File: config.mk
export PLATFORM = sky130hd
export DESIGN_NAME = mw_eeprom_loader
export DESIGN_NICKNAME = d
export VERILOG_FILES = /design/src/rtl/mw_pkg.sv /design/src/rtl/mw_tick_gen.sv /design/src/rtl/mw_shift_engine.sv /design/src/rtl/mw_eeprom_loader.sv
export SDC_FILE = /design/constraint.sdc
export NUM_CORES = 1
export LEC_CHECK = 0
export ABC_AREA = 1
export BUFFER_PORTS_ARGS = -buffer_cell sky130_fd_sc_hd__buf_4
export CAP_MARGIN = 10
export CORE_MARGIN = 2
export CORE_UTILIZATION = 60
export DETAILED_ROUTE_END_ITERATION = 6
export GPL_TIMING_DRIVEN = 0
export PLACE_DENSITY = 0.8
export SLEW_MARGIN = 20
export SYNTH_ARGS = -nofsm -noshare
export SYNTH_HDL_FRONTEND = slang
export SYNTH_SLANG_ARGS = --single-unit
File: constraint.sdc
create_clock -name clk -period 2.41 [get_ports clk]
set_input_delay 0.241 -clock clk [delete_from_list [all_inputs] [get_ports clk]]
set_output_delay 0.241 -clock clk [all_outputs]
set_load 0.01 [all_outputs]
File: src/rtl/mw_pkg.sv
package mw_pkg;
   localparam logic [2:0] READ_OPCODE = 3'b110;

   typedef enum logic [2:0] {
      E_IDLE, E_DESEL, E_SEL, E_CMD_LO, E_CMD_HI, E_DAT_LO, E_DAT_HI, E_END
   } eng_state_t;

   typedef enum logic [2:0] {
      S_IDLE, S_PROBE_REQ, S_PROBE_WAIT, S_READ_REQ, S_READ_WAIT
   } seq_state_t;
endpackage

File: src/rtl/mw_tick_gen.sv
module mw_tick_gen #(
   parameter int DIV = 4
) (
   input  logic clk,
   input  logic rst_n,
   output logic tick
);
   generate
      if (DIV == 1) begin : g_every
         assign tick = 1'b1;
      end else begin : g_count
         localparam int CW = $clog2(DIV);
         localparam logic [CW-1:0] LAST = CW'(DIV - 1);
         logic [CW-1:0] cnt_q;
         always_ff @(posedge clk) begin
            if (!rst_n)             cnt_q <= '0;
            else if (cnt_q == LAST) cnt_q <= '0;
            else                    cnt_q <= cnt_q + 1'b1;
         end
         assign tick = (cnt_q == LAST);
      end
   endgenerate
endmodule

File: src/rtl/mw_shift_engine.sv
module mw_shift_engine
   import mw_pkg::*;
#(
   parameter int WORD_W   = 16,
   parameter int SHORT_AW = 6,
   parameter int LONG_AW  = 8
) (
   input  logic               clk,
   input  logic               rst_n,
   input  logic               tick,
   input  logic               req,
   input  logic               long_aw,
   input  logic [LONG_AW-1:0] addr,
   output logic               busy,
   output logic               word_done,
   output logic [WORD_W-1:0]  rdata,
   output logic               cs,
   output logic               sk,
   output logic               di,
   input  logic               do_i
);
   localparam int CMD_W  = 3 + LONG_AW;
   localparam int CMD_S  = 3 + SHORT_AW;
   localparam int MAXB   = (CMD_W > WORD_W) ? CMD_W : WORD_W;
   localparam int BW     = $clog2(MAXB + 1);
   localparam logic [BW-1:0] DATA_LAST = BW'(WORD_W - 1);

   eng_state_t        state_q;
   logic [CMD_W-1:0]  cmd_q;
   logic [BW-1:0]     nbits_q;
   logic [BW-1:0]     cnt_q;
   logic [WORD_W-1:0] data_q;
   logic              done_q;

   always_ff @(posedge clk) begin
      if (!rst_n) begin
         state_q <= E_IDLE;
         cmd_q   <= '0;
         nbits_q <= '0;
         cnt_q   <= '0;
         data_q  <= '0;
         done_q  <= 1'b0;
      end else begin
         done_q <= 1'b0;
         if (state_q == E_IDLE) begin
            if (req) begin
               cmd_q   <= long_aw ? {READ_OPCODE, addr}
                                  : {READ_OPCODE, addr[SHORT_AW-1:0], {(LONG_AW-SHORT_AW){1'b0}}};
               nbits_q <= long_aw ? BW'(CMD_W) : BW'(CMD_S);
               cnt_q   <= '0;
               state_q <= E_DESEL;
            end
         end else if (tick) begin
            case (state_q)
               E_DESEL:  state_q <= E_SEL;
               E_SEL:    state_q <= E_CMD_LO;
               E_CMD_LO: state_q <= E_CMD_HI;
               E_CMD_HI: begin
                  cmd_q <= cmd_q << 1;
                  if (cnt_q == nbits_q - 1'b1) begin
                     cnt_q   <= '0;
                     state_q <= E_DAT_LO;
                  end else begin
                     cnt_q   <= cnt_q + 1'b1;
                     state_q <= E_CMD_LO;
                  end
               end
               E_DAT_LO: state_q <= E_DAT_HI;
               E_DAT_HI: begin
                  data_q <= {data_q[WORD_W-2:0], do_i};
                  if (cnt_q == DATA_LAST) begin
                     cnt_q   <= '0;
                     state_q <= E_END;
                  end else begin
                     cnt_q   <= cnt_q + 1'b1;
                     state_q <= E_DAT_LO;
                  end
               end
               E_END: begin
                  done_q  <= 1'b1;
                  state_q <= E_IDLE;
               end
               default: state_q <= E_IDLE;
            endcase
         end
      end
   end

   assign busy      = (state_q != E_IDLE);
   assign word_done = done_q;
   assign rdata     = data_q;
   assign cs        = (state_q == E_SEL) || (state_q == E_CMD_LO) || (state_q == E_CMD_HI)
                   || (state_q == E_DAT_LO) || (state_q == E_DAT_HI);
   assign sk        = (state_q == E_CMD_HI) || (state_q == E_DAT_HI);
   assign di        = ((state_q == E_CMD_LO) || (state_q == E_CMD_HI)) && cmd_q[CMD_W-1];
endmodule

File: src/rtl/mw_eeprom_loader.sv
module mw_eeprom_loader
   import mw_pkg::*;
#(
   parameter int          CLK_DIV   = 4,
   parameter int          WORD_W    = 16,
   parameter int          WORDS     = 64,
   parameter int          SHORT_AW  = 6,
   parameter int          LONG_AW   = 8,
   parameter int          MAC_WORDS = 3,
   parameter logic [15:0] MAGIC     = 16'hBABA
) (
   input  logic                          clk,
   input  logic                          rst_n,
   input  logic                          start,
   output logic                          ee_cs,
   output logic                          ee_sk,
   output logic                          ee_di,
   input  logic                          ee_do,
   output logic                          done,
   output logic                          valid,
   output logic [MAC_WORDS*WORD_W-1:0]   station_addr
);
   localparam int IDX_W = $clog2(WORDS);
   localparam int MAC_W = MAC_WORDS * WORD_W;
   localparam logic [IDX_W-1:0] LAST_IDX = IDX_W'(WORDS - 1);

   initial begin
      assert (CLK_DIV >= 1)                else $error("CLK_DIV must be at least 1");
      assert (SHORT_AW < LONG_AW)          else $error("short address must be narrower");
      assert (WORDS <= (1 << SHORT_AW))    else $error("image must fit short addressing");
      assert (MAC_WORDS <= WORDS)          else $error("address words exceed image");
      assert (WORD_W == 16)                else $error("word width fixed at 16 by the sum");
   end

   logic              tick;
   logic              eng_req, eng_busy, eng_done;
   logic              eng_long;
   logic [LONG_AW-1:0] eng_addr;
   logic [WORD_W-1:0] eng_data;

   seq_state_t        state_q;
   logic [IDX_W-1:0]  idx_q;
   logic              long_q;
   logic [WORD_W-1:0] sum_q;
   logic [MAC_W-1:0]  mac_q;
   logic              done_q, valid_q;
   logic [WORD_W-1:0] sum_nx;

   mw_tick_gen #(.DIV(CLK_DIV)) u_tick (
      .clk(clk), .rst_n(rst_n), .tick(tick)
   );

   mw_shift_engine #(.WORD_W(WORD_W), .SHORT_AW(SHORT_AW), .LONG_AW(LONG_AW)) u_eng (
      .clk(clk), .rst_n(rst_n), .tick(tick),
      .req(eng_req), .long_aw(eng_long), .addr(eng_addr),
      .busy(eng_busy), .word_done(eng_done), .rdata(eng_data),
      .cs(ee_cs), .sk(ee_sk), .di(ee_di), .do_i(ee_do)
   );

   assign eng_req  = ((state_q == S_PROBE_REQ) || (state_q == S_READ_REQ)) && !eng_busy;
   assign eng_long = (state_q == S_READ_REQ) && long_q;
   assign eng_addr = (state_q == S_READ_REQ) ? LONG_AW'(idx_q) : '0;
   assign sum_nx   = sum_q + eng_data;

   always_ff @(posedge clk) begin
      if (!rst_n) begin
         state_q <= S_PROBE_REQ;
         idx_q   <= '0;
         long_q  <= 1'b0;
         sum_q   <= '0;
         mac_q   <= '0;
         done_q  <= 1'b0;
         valid_q <= 1'b0;
      end else begin
         done_q <= 1'b0;
         case (state_q)
            S_IDLE: if (start) begin
               idx_q   <= '0;
               long_q  <= 1'b0;
               sum_q   <= '0;
               valid_q <= 1'b0;
               state_q <= S_PROBE_REQ;
            end
            S_PROBE_REQ: if (eng_req) state_q <= S_PROBE_WAIT;
            S_PROBE_WAIT: if (eng_done) begin
               long_q  <= (eng_data == '1);
               state_q <= S_READ_REQ;
            end
            S_READ_REQ: if (eng_req) state_q <= S_READ_WAIT;
            S_READ_WAIT: if (eng_done) begin
               sum_q <= sum_nx;
               if (int'(idx_q) < MAC_WORDS)
                  mac_q[int'(idx_q)*WORD_W +: WORD_W] <= eng_data;
               if (idx_q == LAST_IDX) begin
                  done_q  <= 1'b1;
                  valid_q <= (sum_nx == MAGIC);
                  state_q <= S_IDLE;
               end else begin
                  idx_q   <= idx_q + 1'b1;
                  state_q <= S_READ_REQ;
               end
            end
            default: state_q <= S_IDLE;
         endcase
      end
   end

   assign done         = done_q;
   assign valid        = valid_q;
   assign station_addr = valid_q ? mac_q : '0;
endmodule

==> reports/metrics.cfg <==
[run_status]
status = completed

[placement]
placed_area_sq_mm = 0.00735
dp_hpwl_microns = 12700
numPortBuffers = 56
place_ws_ns = -0.0549
place_inst = 1293
gp_congestion = 0.954

[clock_tree]
cts_root_buf = clkbuf_16
clock_path_buffers = 2
cts_htree_levels = 4
clock_latency_ns = 0.42
cts_buffers = 17
cts_tree = built
clk_pin_slew_ns = 0.05
clock-sinks = 116

[sta]
min_period_over_period_pct = 98.0
fmax_mhz = 423
max-slew-margin-rel_pct = 58.2
holdWs_ns = 0.165
finalClockSkew_ns = 0.00719
setup_viol = 0
tightest_slew_ns = 0.627
fin_setup_tns_ns = 0
period_minus_slack_ns = 2.36
hold_viol = 0
slew_viol_final = 0
setup_ws_ns = 0.0475

[logic_synthesis]
synth_fp_nets = 1126
yosysSeqAreaShare_pct = 34.4
synth_flop_cell = dfxtp_1
ys_types = 42
synth-seq-cells = 116
synth_simple_gate_area_share_pct = 34.5
synth_area_per_cell_sq_um = 6.16
synth_compound_area_share_pct = 10.9
synth_top_family_by_area = simple AND/OR/NAND/NOR gates
syn_inst = 1097
ys_warn_count = 0
synth_edf_count = 0
async_flop_share_pct = 0
netlist_area_sq_mm = 0.00676
muxShareOfSynthArea_pct = 0
synth-xor-area-share_pct = 1.17
synth_fa_ha_area_share_pct = 4.74

[die]
core-area_sq_mm = 0.0109
row_count = 38
die_h_microns = 110
die-area_sq_mm = 0.0121
start_util_pct = 61.8
io_pins = 57
chipWidth_microns = 110

[detailed_routing]
drt_first_pass_iters = 5
drtIter0Drc = 622
final_antenna_net_count = 0
detailroute.via_count = 6914
routedWlPerCell_microns = 13.5
post_drt_via_cell_ratio = 5.18
wirelength_microns = 18000
drc_errors = 0

[global_routing]
grt.overflow.total = 0
grtUsageTotal_pct = 30.2
grt_start_max_net_pins = 17
grt_pass1_wl_microns = 28000
antenna_found_initial = 0
grt_pass1_vias = 5890

[min_path]
holdPathEnd = u_eng.rdata[0]
min_from = ee_do
hold_depth = 3
hp-class = input port to flop

[power_and_ir_drop]
design_power_total_mw = 5.82
power_per_cell_area_mw_per_mm2 = 714
peakVddDrop_v = 0.000689
p_leak_nw = 4.28

[setup_path]
worstPathArrival_ns = 2.68
timing.rr.start = idx_q[0]
r2r_slack_ns = 0.05
cp-end-kind = flop
rr_worst_depth = 16
cp_max_fo = 8
cp_data_required_time_ns = 2.72
r2r-end = mac_q[17]
cp-start-kind = flop
crit_type = flop to flop

[final_layout]
diodes = 0
drive_gt1_share_pct = 12.0
fin_area_sq_mm = 0.00815
fin_cells = 1335
final_util_pct = 74.5
syn2layout_area_growth_pct = 20.6
final_common_cell = nand2_1
final_cell_mix = nand2_1, inv_1, nor2_1
fillCellCount = 910
finalNetCount = 1211

[job]
maxCapViolations = 0

-- final cells by class --
class / instances / area [sq um] / area share, %
clock inverter: 9 / 125 / 1.54
clock buffer: 23 / 488 / 5.99
inverter: 209 / 795 / 9.75
tap: 140 / 175 / 2.15
sequential: 116 / 2330 / 28.6
buffer: 38 / 198 / 2.43
multi-input combinational: 733 / 3500 / 43.0
timing repair buffer: 67 / 536 / 6.57
-- metal layers --
layer / up-vias / wire length [microns] / track usage (%)
met2: 279 / 8440 / 49.1
met3: 37 / 1510 / 7.35
met4: 0 / 436 / 11.8
li1: 3549 / - / -
met5: - / 0 / 0
met1: 3049 / 7670 / 38.6
-- report_power, final --
group	total, mW	leakage (nW)	switching, mW	internal [mW]
registers	2.15	0.941	0.102	2.05
clock network	2.60	0.299	0.880	1.72
logic	1.06	3.04	0.721	0.343
-- how the worst max path moves through the flow --
stage | start | endpoint | slack, ns | depth (start not counted)
final | idx_q[0] | mac_q[17] | 0.05 | 16
after floorplan | idx_q[0] | mac_q[17] | 0.34 | 16
after global placement | idx_q[0] | mac_q[1] | -0.002 | 15
after detailed placement | idx_q[0] | mac_q[1] | -0.05 | 15
after global routing | idx_q[0] | mac_q[17] | -0.09 | 16
after CTS | idx_q[2] | mac_q[6] | 0.0005 | 16
-- state kept, by name, indices dropped and copies added, names as in the netlist --
signal	count
mac_q	48
done	1
u_eng.nbits_q	2
u_tick.g_count.cnt_q	2
idx_q	6
u_eng.cmd_q	11
sum_q	16
state_q	3
u_eng.word_done	1
long_q	1
u_eng.state_q	3
valid	1
u_eng.cnt_q	5
u_eng.rdata	16
-- repair_timing --
item / CTS / global route
pin swaps: 0 / 4
setup buffers: 0 / 8
hold buffers: 0 / 0
gates resized for setup: 2 / 30
gates cloned: 0 / 3
setup endpoints to repair: 18 / 48
-- Yosys cell counts (2+ instances only) --
master | instances | area [sq um]
nand2_1 | 321 | 1200
clkbuf_1 | 24 | 90.1
ha_1 | 24 | 300
nand3_2 | 2 | 20.0
nor2_1 | 139 | 522
inv_1 | 200 | 751
xnor2_1 | 3 | 26.3
nand3_1 | 49 | 245
nand4_1 | 16 | 100
nor3_1 | 13 | 65.1
a21oi_1 | 66 | 330
nand2_2 | 3 | 18.8
or2_2 | 2 | 12.5
buf_1 | 3 | 11.3
buf_6 | 3 | 33.8
dfxtp_1 | 116 | 2320
o21a_1 | 3 | 22.5
buf_2 | 8 | 40.0
o211ai_1 | 4 | 30.0
o21ai_0 | 52 | 260
a31oi_1 | 3 | 18.8
nand3b_1 | 3 | 22.5
a211oi_1 | 4 | 30.0
nor2_4 | 2 | 22.5
inv_2 | 7 | 26.3
xor2_1 | 6 | 52.6
nor4_1 | 4 | 25.0
and2_1 | 3 | 18.8
-- kinds of logic after synthesis --
family / after synthesis
flops: 116
fa+ha+maj: 25
buf+inv: 248
compound gates: 137
simple gates: 562
xor+xnor: 9
-- critical path: stages (launching register included) --
cell       delay (ns)
dfxtp_4          0.37
inv_6            0.08
nand3_2          0.11
inv_2            0.10
nand2_4          0.07
nor2_4           0.12
ha_4             0.20
inv_1            0.07
nand4_1          0.12
nand2_1          0.10
nand2_2          0.07
nor2_4           0.13
buf_6            0.14
nand3_4          0.17
clkbuf_16        0.22
nor2_1           0.12
nor2_1           0.07
No activity file was read; power rests on OpenSTA's default activity.
